==> src/rtl/rstk_pkg.sv <==
package rstk_pkg;
  localparam int unsigned PC_W_DEF  = 21;
  localparam int unsigned PTR_W_DEF = 5;
  localparam int unsigned BYTE_W    = 8;
  localparam int unsigned FULL_BIT  = 7;
  localparam int unsigned UNF_BIT   = 6;

  typedef enum logic [1:0] {
    SEL_PTR  = 2'd0,
    SEL_TOSL = 2'd1,
    SEL_TOSH = 2'd2,
    SEL_TOSU = 2'd3
  } reg_sel_e;
endpackage

==> src/rtl/rstk_mem.sv <==
module rstk_mem #(
  parameter int unsigned PC_W  = rstk_pkg::PC_W_DEF,
  parameter int unsigned PTR_W = rstk_pkg::PTR_W_DEF
) (
  input  logic             clk,
  input  logic             we,
  input  logic [PTR_W-1:0] waddr,
  input  logic [PC_W-1:0]  wdata,
  input  logic [PTR_W-1:0] raddr,
  output logic [PC_W-1:0]  rdata
);
  localparam int unsigned DEPTH = (1 << PTR_W) - 1;

  // address 0 is the empty marker and has no row
  logic [PC_W-1:0] store [1:DEPTH];

  always_ff @(posedge clk) begin
    if (we && waddr != '0) store[waddr] <= wdata;
  end

  assign rdata = (raddr == '0) ? '0 : store[raddr];
endmodule

==> src/rtl/rstk_ctrl.sv <==
module rstk_ctrl #(
  parameter int unsigned PC_W  = rstk_pkg::PC_W_DEF,
  parameter int unsigned PTR_W = rstk_pkg::PTR_W_DEF
) (
  input  logic             clk,
  input  logic             por,
  input  logic             rst,
  input  logic             ovf_rst_en,
  input  logic             push,
  input  logic             pop,
  input  logic [PC_W-1:0]  pc,
  input  logic             wr,
  input  logic [1:0]       sel,
  input  logic [7:0]       wdata,
  input  logic [PC_W-1:0]  tos,
  output logic [PTR_W-1:0] ptr,
  output logic             full,
  output logic             unf,
  output logic             rst_req,
  output logic             pop_take,
  output logic             mem_we,
  output logic [PTR_W-1:0] mem_waddr,
  output logic [PC_W-1:0]  mem_wdata
);
  import rstk_pkg::*;

  localparam int unsigned     UP_W     = PC_W - 16;
  localparam logic [PTR_W-1:0] TOP_IDX  = '1;
  localparam logic [PTR_W-1:0] NEAR_TOP = TOP_IDX - 1'b1;

  reg_sel_e        sel_e;
  logic            at_top, at_base, do_wr, wr_ptr_reg, wr_tos;
  logic [PC_W-1:0] tos_merge;

  assign sel_e      = reg_sel_e'(sel);
  assign at_top     = (ptr == TOP_IDX);
  assign at_base    = (ptr == '0);
  assign pop_take   = pop && !push;
  assign do_wr      = wr && !push && !pop;
  assign wr_ptr_reg = do_wr && (sel_e == SEL_PTR);
  assign wr_tos     = do_wr && (sel_e != SEL_PTR) && !at_base;

  always_comb begin
    tos_merge = tos;
    unique case (sel_e)
      SEL_TOSL: tos_merge[7:0]       = wdata;
      SEL_TOSH: tos_merge[15:8]      = wdata;
      SEL_TOSU: tos_merge[PC_W-1:16] = wdata[UP_W-1:0];
      default:  tos_merge            = tos;
    endcase
  end

  assign mem_we    = (push && !at_top) || wr_tos;
  assign mem_waddr = push ? ptr + 1'b1 : ptr;
  assign mem_wdata = push ? pc : tos_merge;

  always_ff @(posedge clk) begin
    if (por) begin
      ptr     <= '0;
      full    <= 1'b0;
      unf     <= 1'b0;
      rst_req <= 1'b0;
    end else if (rst) begin
      ptr     <= '0;
      rst_req <= 1'b0;
    end else begin
      rst_req <= 1'b0;
      if (push) begin
        if (!at_top) begin
          ptr <= ptr + 1'b1;
          if (ptr == NEAR_TOP) full <= 1'b1;
        end else begin
          full    <= 1'b1;
          rst_req <= ovf_rst_en;
        end
      end else if (pop) begin
        if (at_base) begin
          unf <= 1'b1;
          if (ovf_rst_en) begin
            full    <= 1'b1;
            rst_req <= 1'b1;
          end
        end else begin
          ptr <= ptr - 1'b1;
        end
      end else if (wr_ptr_reg) begin
        ptr  <= wdata[PTR_W-1:0];
        full <= wdata[FULL_BIT];
        unf  <= wdata[UNF_BIT];
      end
    end
  end


  push_inc_chk: assert property (@(posedge clk) disable iff (por || rst)
    (push && !at_top) |=> (ptr == $past(ptr) + 1'b1));


  no_overflow_chk: assert property (@(posedge clk) disable iff (por || rst)
    (push && at_top) |=> (ptr == TOP_IDX && full));


  underflow_hold_chk: assert property (@(posedge clk) disable iff (por || rst)
    (pop_take && at_base) |=> (ptr == '0 && unf));


  req_source_chk: assert property (@(posedge clk) disable iff (por || rst)
    rst_req |-> $past(ovf_rst_en));


  full_sticky_chk: assert property (@(posedge clk) disable iff (por)
    (full && !wr_ptr_reg) |=> full);


  unf_sticky_chk: assert property (@(posedge clk) disable iff (por)
    (unf && !wr_ptr_reg) |=> unf);
endmodule

==> src/rtl/rstk_regif.sv <==
module rstk_regif #(
  parameter int unsigned PC_W  = rstk_pkg::PC_W_DEF,
  parameter int unsigned PTR_W = rstk_pkg::PTR_W_DEF
) (
  input  logic             clk,
  input  logic             por,
  input  logic             rst,
  input  logic [1:0]       sel,
  input  logic [PTR_W-1:0] ptr,
  input  logic             full,
  input  logic             unf,
  input  logic [PC_W-1:0]  tos,
  input  logic             pop_take,
  output logic [PC_W-1:0]  ret_pc,
  output logic [7:0]       rdata
);
  import rstk_pkg::*;

  localparam int unsigned UP_W = PC_W - 16;
  localparam int unsigned PAD  = BYTE_W - 2 - PTR_W;

  reg_sel_e   sel_e;
  logic [7:0] rd_next;

  assign sel_e = reg_sel_e'(sel);

  always_comb begin
    unique case (sel_e)
      SEL_PTR:  rd_next = {full, unf, {PAD{1'b0}}, ptr};
      SEL_TOSL: rd_next = tos[7:0];
      SEL_TOSH: rd_next = tos[15:8];
      SEL_TOSU: rd_next = {{(BYTE_W-UP_W){1'b0}}, tos[PC_W-1:16]};
      default:  rd_next = '0;
    endcase
  end

  always_ff @(posedge clk) begin
    if (por || rst) begin
      ret_pc <= '0;
      rdata  <= '0;
    end else begin
      rdata <= rd_next;
      if (pop_take) ret_pc <= tos;
    end
  end


  empty_ret_chk: assert property (@(posedge clk) disable iff (por || rst)
    (pop_take && ptr == '0) |=> (ret_pc == '0));


  ret_hold_chk: assert property (@(posedge clk) disable iff (por || rst)
    !pop_take |=> $stable(ret_pc));
endmodule

==> src/rtl/call_ret_stack.sv <==
module call_ret_stack #(
  parameter int unsigned PC_W  = rstk_pkg::PC_W_DEF,
  parameter int unsigned PTR_W = rstk_pkg::PTR_W_DEF
) (
  input  logic            clk,
  input  logic            por,
  input  logic            rst,
  input  logic            ovf_rst_en,
  input  logic            push_i,
  input  logic [PC_W-1:0] pc_i,
  input  logic            pop_i,
  output logic [PC_W-1:0] ret_pc_o,
  input  logic            reg_wr_i,
  input  logic [1:0]      reg_sel_i,
  input  logic [7:0]      reg_wdata_i,
  output logic [7:0]      reg_rdata_o,
  output logic            rst_req_o
);
  logic [PTR_W-1:0] ptr, mem_waddr;
  logic             full, unf, pop_take, mem_we;
  logic [PC_W-1:0]  tos, mem_wdata;

  rstk_mem #(.PC_W(PC_W), .PTR_W(PTR_W)) u_mem (
    .clk   (clk),
    .we    (mem_we),
    .waddr (mem_waddr),
    .wdata (mem_wdata),
    .raddr (ptr),
    .rdata (tos)
  );

  rstk_ctrl #(.PC_W(PC_W), .PTR_W(PTR_W)) u_ctrl (
    .clk        (clk),
    .por        (por),
    .rst        (rst),
    .ovf_rst_en (ovf_rst_en),
    .push       (push_i),
    .pop        (pop_i),
    .pc         (pc_i),
    .wr         (reg_wr_i),
    .sel        (reg_sel_i),
    .wdata      (reg_wdata_i),
    .tos        (tos),
    .ptr        (ptr),
    .full       (full),
    .unf        (unf),
    .rst_req    (rst_req_o),
    .pop_take   (pop_take),
    .mem_we     (mem_we),
    .mem_waddr  (mem_waddr),
    .mem_wdata  (mem_wdata)
  );

  rstk_regif #(.PC_W(PC_W), .PTR_W(PTR_W)) u_regif (
    .clk      (clk),
    .por      (por),
    .rst      (rst),
    .sel      (reg_sel_i),
    .ptr      (ptr),
    .full     (full),
    .unf      (unf),
    .tos      (tos),
    .pop_take (pop_take),
    .ret_pc   (ret_pc_o),
    .rdata    (reg_rdata_o)
  );


  por_clear_chk: assert property (@(posedge clk)
    $past(por) |-> (reg_rdata_o == 8'h00 && ret_pc_o == '0 && !rst_req_o));
endmodule

==> config.mk <==
export PLATFORM = sky130hd
export DESIGN_NAME = call_ret_stack
export DESIGN_NICKNAME = d
export VERILOG_FILES = /design/src/rtl/rstk_pkg.sv /design/src/rtl/rstk_mem.sv /design/src/rtl/rstk_ctrl.sv /design/src/rtl/rstk_regif.sv /design/src/rtl/call_ret_stack.sv
export SDC_FILE = /design/constraint.sdc
export NUM_CORES = 1
export LEC_CHECK = 0
export BUFFER_PORTS_ARGS = -buffer_cell sky130_fd_sc_hd__buf_2
export CORE_MARGIN = 3
export CORE_UTILIZATION = 30
export CTS_BUF_LIST = sky130_fd_sc_hd__clkbuf_4 sky130_fd_sc_hd__clkbuf_8
export DETAILED_ROUTE_END_ITERATION = 8
export GPL_ROUTABILITY_DRIVEN = 0
export HOLD_SLACK_MARGIN = 0.12
export PLACE_DENSITY = 0.41
export SLEW_MARGIN = 20
export SYNTH_ARGS = -nofsm -noshare
export SYNTH_HDL_FRONTEND = slang
export SYNTH_SLANG_ARGS = --single-unit
==> constraint.sdc <==
create_clock -name clk -period 6.8 [get_ports clk]
set_input_delay 1.36 -clock clk [delete_from_list [all_inputs] [get_ports clk]]
set_output_delay 1.36 -clock clk [all_outputs]
set_load 0.02 [all_outputs]
==> metrics.md <==
| Metric | Value |
|---|---|
| CP startpoint kind | `flip-flop` |
| Most common cell after layout, fill and taps aside | `edfxtp_1` |
| Area grow syn2layout | `15.57%` |
| Overall routed net length | `a little under 80 mm` |
| Worst slack at placement | `around 1.8 ns` |
| Maximum vdd ir drop | `around 150 µV` |
| Hold Path Origin | `u_regif.ret_pc[9]` |
| Die Y | `~310 µm` |
| Syn Area/Cell | `approximately 19 µm²` |
| Setup TNS | `0 ns` |
| Worst endpoint required time | `~7.1 ns` |
| RSZ-0062 raised after global routing | `no` |
| Fin. max-slew vios | `0` |
| Max cap viols | `0` |
| Share of cells above drive strength 1 | `approximately 29%` |
| Clock latency on the worst-skew pair | `about 0.72 ns` |
| Period minus WS final | `4.338 ns` |
| Setup Fix Bufs, Post-CTS | `0` |
| Clk slew on worst S/H paths | `approximately 0.06 ns` |
| Post-Syn Nets | `between 1,500 and 2,000` |
| Clk network pwr share | `between 30 and 40%` |
| Global-route wire length before repair | `113.0 mm` |
| Worst hold margin | `roughly 0.45 ns` |
| NumNets Final | `1,693` |
| Largest net degree at the start of global routing | `65` |
| Hold path depth | `2` |
| Final Util | `35.16%` |
| Antenna Nets Post-Route | `0` |
| Cell Count Post-Placement | `2,772` |
| Worst Slack Setup Final | `approximately 2.5 ns` |
| Clk buf depth | `3` |
| CTS Root Cell | `clkbuf_8` |
| Clock sinks | `slightly below 700` |
| Synth Cell Area | `28,050 µm²` |
| Post-CTS Hold Fix Bufs | `0` |
| Number of antenna violations at the first check in global routing | `3` |
| PwrDens | `about 290 nW/µm²` |
| Placed cell area | `between 30,000 and 40,000 µm²` |
| Critical path class | `reg2reg` |
| Detailed placement HPWL | `between 40 and 50 mm` |
| Reg2Reg Depth | `7` |
| CP endpoint kind | `flip-flop` |
| Cts bufs inserted | `120` |
| Non-filler cells, final | `2,990` |
| Filler cells | `around 8,800` |
| Post-route cell area | `between 30,000 and 40,000 µm²` |
| Fin Clk Skew | `between 0.04 and 0.05 ns` |
| Share of the synthesized area in the top cell type | `roughly 70%` |
| Hold EP | `u_regif.ret_pc[9]` |
| Final setup violation count | `0` |
| Pint | `~7.0 mW` |
| Worst Tran Pin Value | `1.140 ns` |
| Num rows | `roughly 110` |
| Final Power | `between 9 and 10 mW` |
| YS warnings | `0` |
| Synth Register Bits | `roughly 690` |
| Number of flops mapped to enable cells by yosys | `651` |
| R2R setup slack | `2.46 ns` |
| Psw | `2.213 mW` |
| Hold Fails Final Rpt | `0` |
| Post-CTS sizing | `0` |
| Dominant cells by area after synthesis | `edfxtp_1, mux4_2, mux4_1, mux2i_1, dfxtp_1` |
| Total track usage | `approximately 16%` |
| Sequential fraction of design power | `52.1%` |
| Grt total ovfl | `0` |
| Worst-path fanout max | `41` |
| DRC errors left | `0` |
| Core Region | `about 90,000 µm²` |
| Status | `finished clean` |
| P_leak | `around 10 nW` |
| Wire length per cell | `approximately 26 µm` |
| Most frequent cells in the layout | `edfxtp_1, clkbuf_8, nand2_1, mux2i_1, mux4_2` |
| Initial DRC Count | `about 1,300` |
| Vias in the first global route | `~16,000` |
| CTS H-tree depth | `3` |
| Final worst path period share | `between 60% and 70%` |
| Sequential Area | `~20,000 µm²` |
| Ys flop type | `edfxtp_1` |
| Sequential fraction of the synthesis area | `72.68%` |
| Synth area leader | `edfxtp_1` |
| Net Sw Frac | `a little under a quarter` |
| Mapped Cells | `about 1,500` |
| Detailed Routing Iterations Pass 1 | `5` |
| Chip Width | `between 300 and 400 µm` |
| FF-to-FF End | `u_mem.store[12][19]` |
| Critical Path AT | `approximately 4.7 ns` |
| Combinational share of power | `approximately 8.0%` |
| Worst Hold Class | `reg2reg` |
| Fmax | `about 230 MHz` |
| Io pins | `just under 70` |
| Post-synth ARST share | `0%` |
| Worst slew margin | `a little under a quarter` |
| PortBufs | `67` |
| Multi-input logic area | `~7300 µm²` |
| Starting density of the core | `between 30% and 40%` |
| Post-DR vias/cell | `approximately 5.0` |
| Synth cell types | `about 70` |
| TritonCTS clock tree | `done` |
| Total die area | `between 90,000 and 100,000 µm²` |
| Via count | `between 10,000 and 15,000` |
power by group through the flow:
stage | Clock [mW] | Combinational, mW | Sequential [mW]
final | 3.68 | 0.740 | 4.82
after global routing | 4.00 | 0.798 | 4.82
after floorplan | 0 | 0.449 | 4.89
after CTS | 3.81 | 0.749 | 4.82
after global placement | 0 | 0.736 | 4.91
after detailed placement | 0 | 0.747 | 4.91
layout make-up:
type	instances	share of cell area, %
diodes	3	0.02316
inverters	7	0.08104
repair buffers	122	2.385
well taps	1243	4.797
multi-input cells	707	22.63
flip-flops and latches	693	62.92
clock buffers	173	6.514
clock inverters	42	0.6445
kinds of logic after synthesis:
| kind of cell | after synthesis | synth area share [%] |
|---|---|---|
| xor+xnor | 2 | 0.06245 |
| buf+inv | 97 | 2.618 |
| mux | 238 | 14.62 |
| simple gates | 245 | 4.036 |
| fa+ha+maj | 4 | 0.1784 |
| compound gates | 218 | 5.811 |
| flops | 693 | 72.68 |
cells in the mapped netlist, types with 3 or more instances:
master and instances:
nor2b_1 8, nor3b_1 4, nand2b_1 8, or3_1 3
mux2i_1 95, mux4_2 82, nand3_1 10, ha_1 4
a211oi_1 18, nor4_1 3, o32ai_1 5, buf_1 7
o2111ai_1 5, nand2_1 100, a2111oi_0 3, nor2_1 60
a2111oi_2 4, mux2_2 20, o22a_1 5, a21oi_1 51
a2bb2oi_1 15, and3_1 9, dfxtp_1 42, and2_1 4
a221o_1 10, a211o_1 5, or2_2 10, buf_2 19
mux4_1 41, nand4_1 3, nor2_2 3, nor3_1 11
a22oi_1 29, a31oi_2 10, o21ai_1 4, clkbuf_1 30
o21ai_0 15, buf_6 11, inv_1 6, buf_12 13
o22ai_1 17, a31oi_1 5, edfxtp_1 651, buf_4 7
registers in the layout (all words and copies together) (netlist names), named ones only:
name / cells
u_ctrl.ptr: 5
u_regif.rdata: 8
u_ctrl.unf: 1
u_mem.store: 651
u_ctrl.full: 1
u_ctrl.rst_req: 1
u_regif.ret_pc: 21
worst max path at each step:
stage / cells after the start / endpoint / slack, ns
final: 7 / u_mem.store[12][19] / 2.46
after global routing: 7 / u_mem.store[10][19] / 2.27
after CTS: 6 / u_mem.store[12][19] / 2.11
after detailed placement: 7 / u_mem.store[8][2] / 1.77
after global placement: 6 / u_mem.store[20][19] / 1.79
after floorplan: 6 / u_mem.store[20][0] / 2.95
per-layer routing:
layer / vias to the layer above / global-route usage [%] / wire (µm) / share of wire, %
met5: - / 0 / 0 / 0
met4: 0 / 4.280 / 1691 / 2.2
met3: 120 / 2.693 / 3395 / 4.4
met2: 393 / 24.68 / 35490 / 46
met1: 7877 / 23.06 / 37280 / 48
li1: 6472 / - / - / -
critical path, stage by stage, from the launching register on:
cell	delay, ns
dfxtp_4	0.98
buf_4	0.48
mux2_2	0.42
a22o_1	0.19
a2111oi_1	1.01
a2111oi_4	0.19
mux2i_1	0.34
o21ai_4	0.27
(Power assumes the default switching activity.)
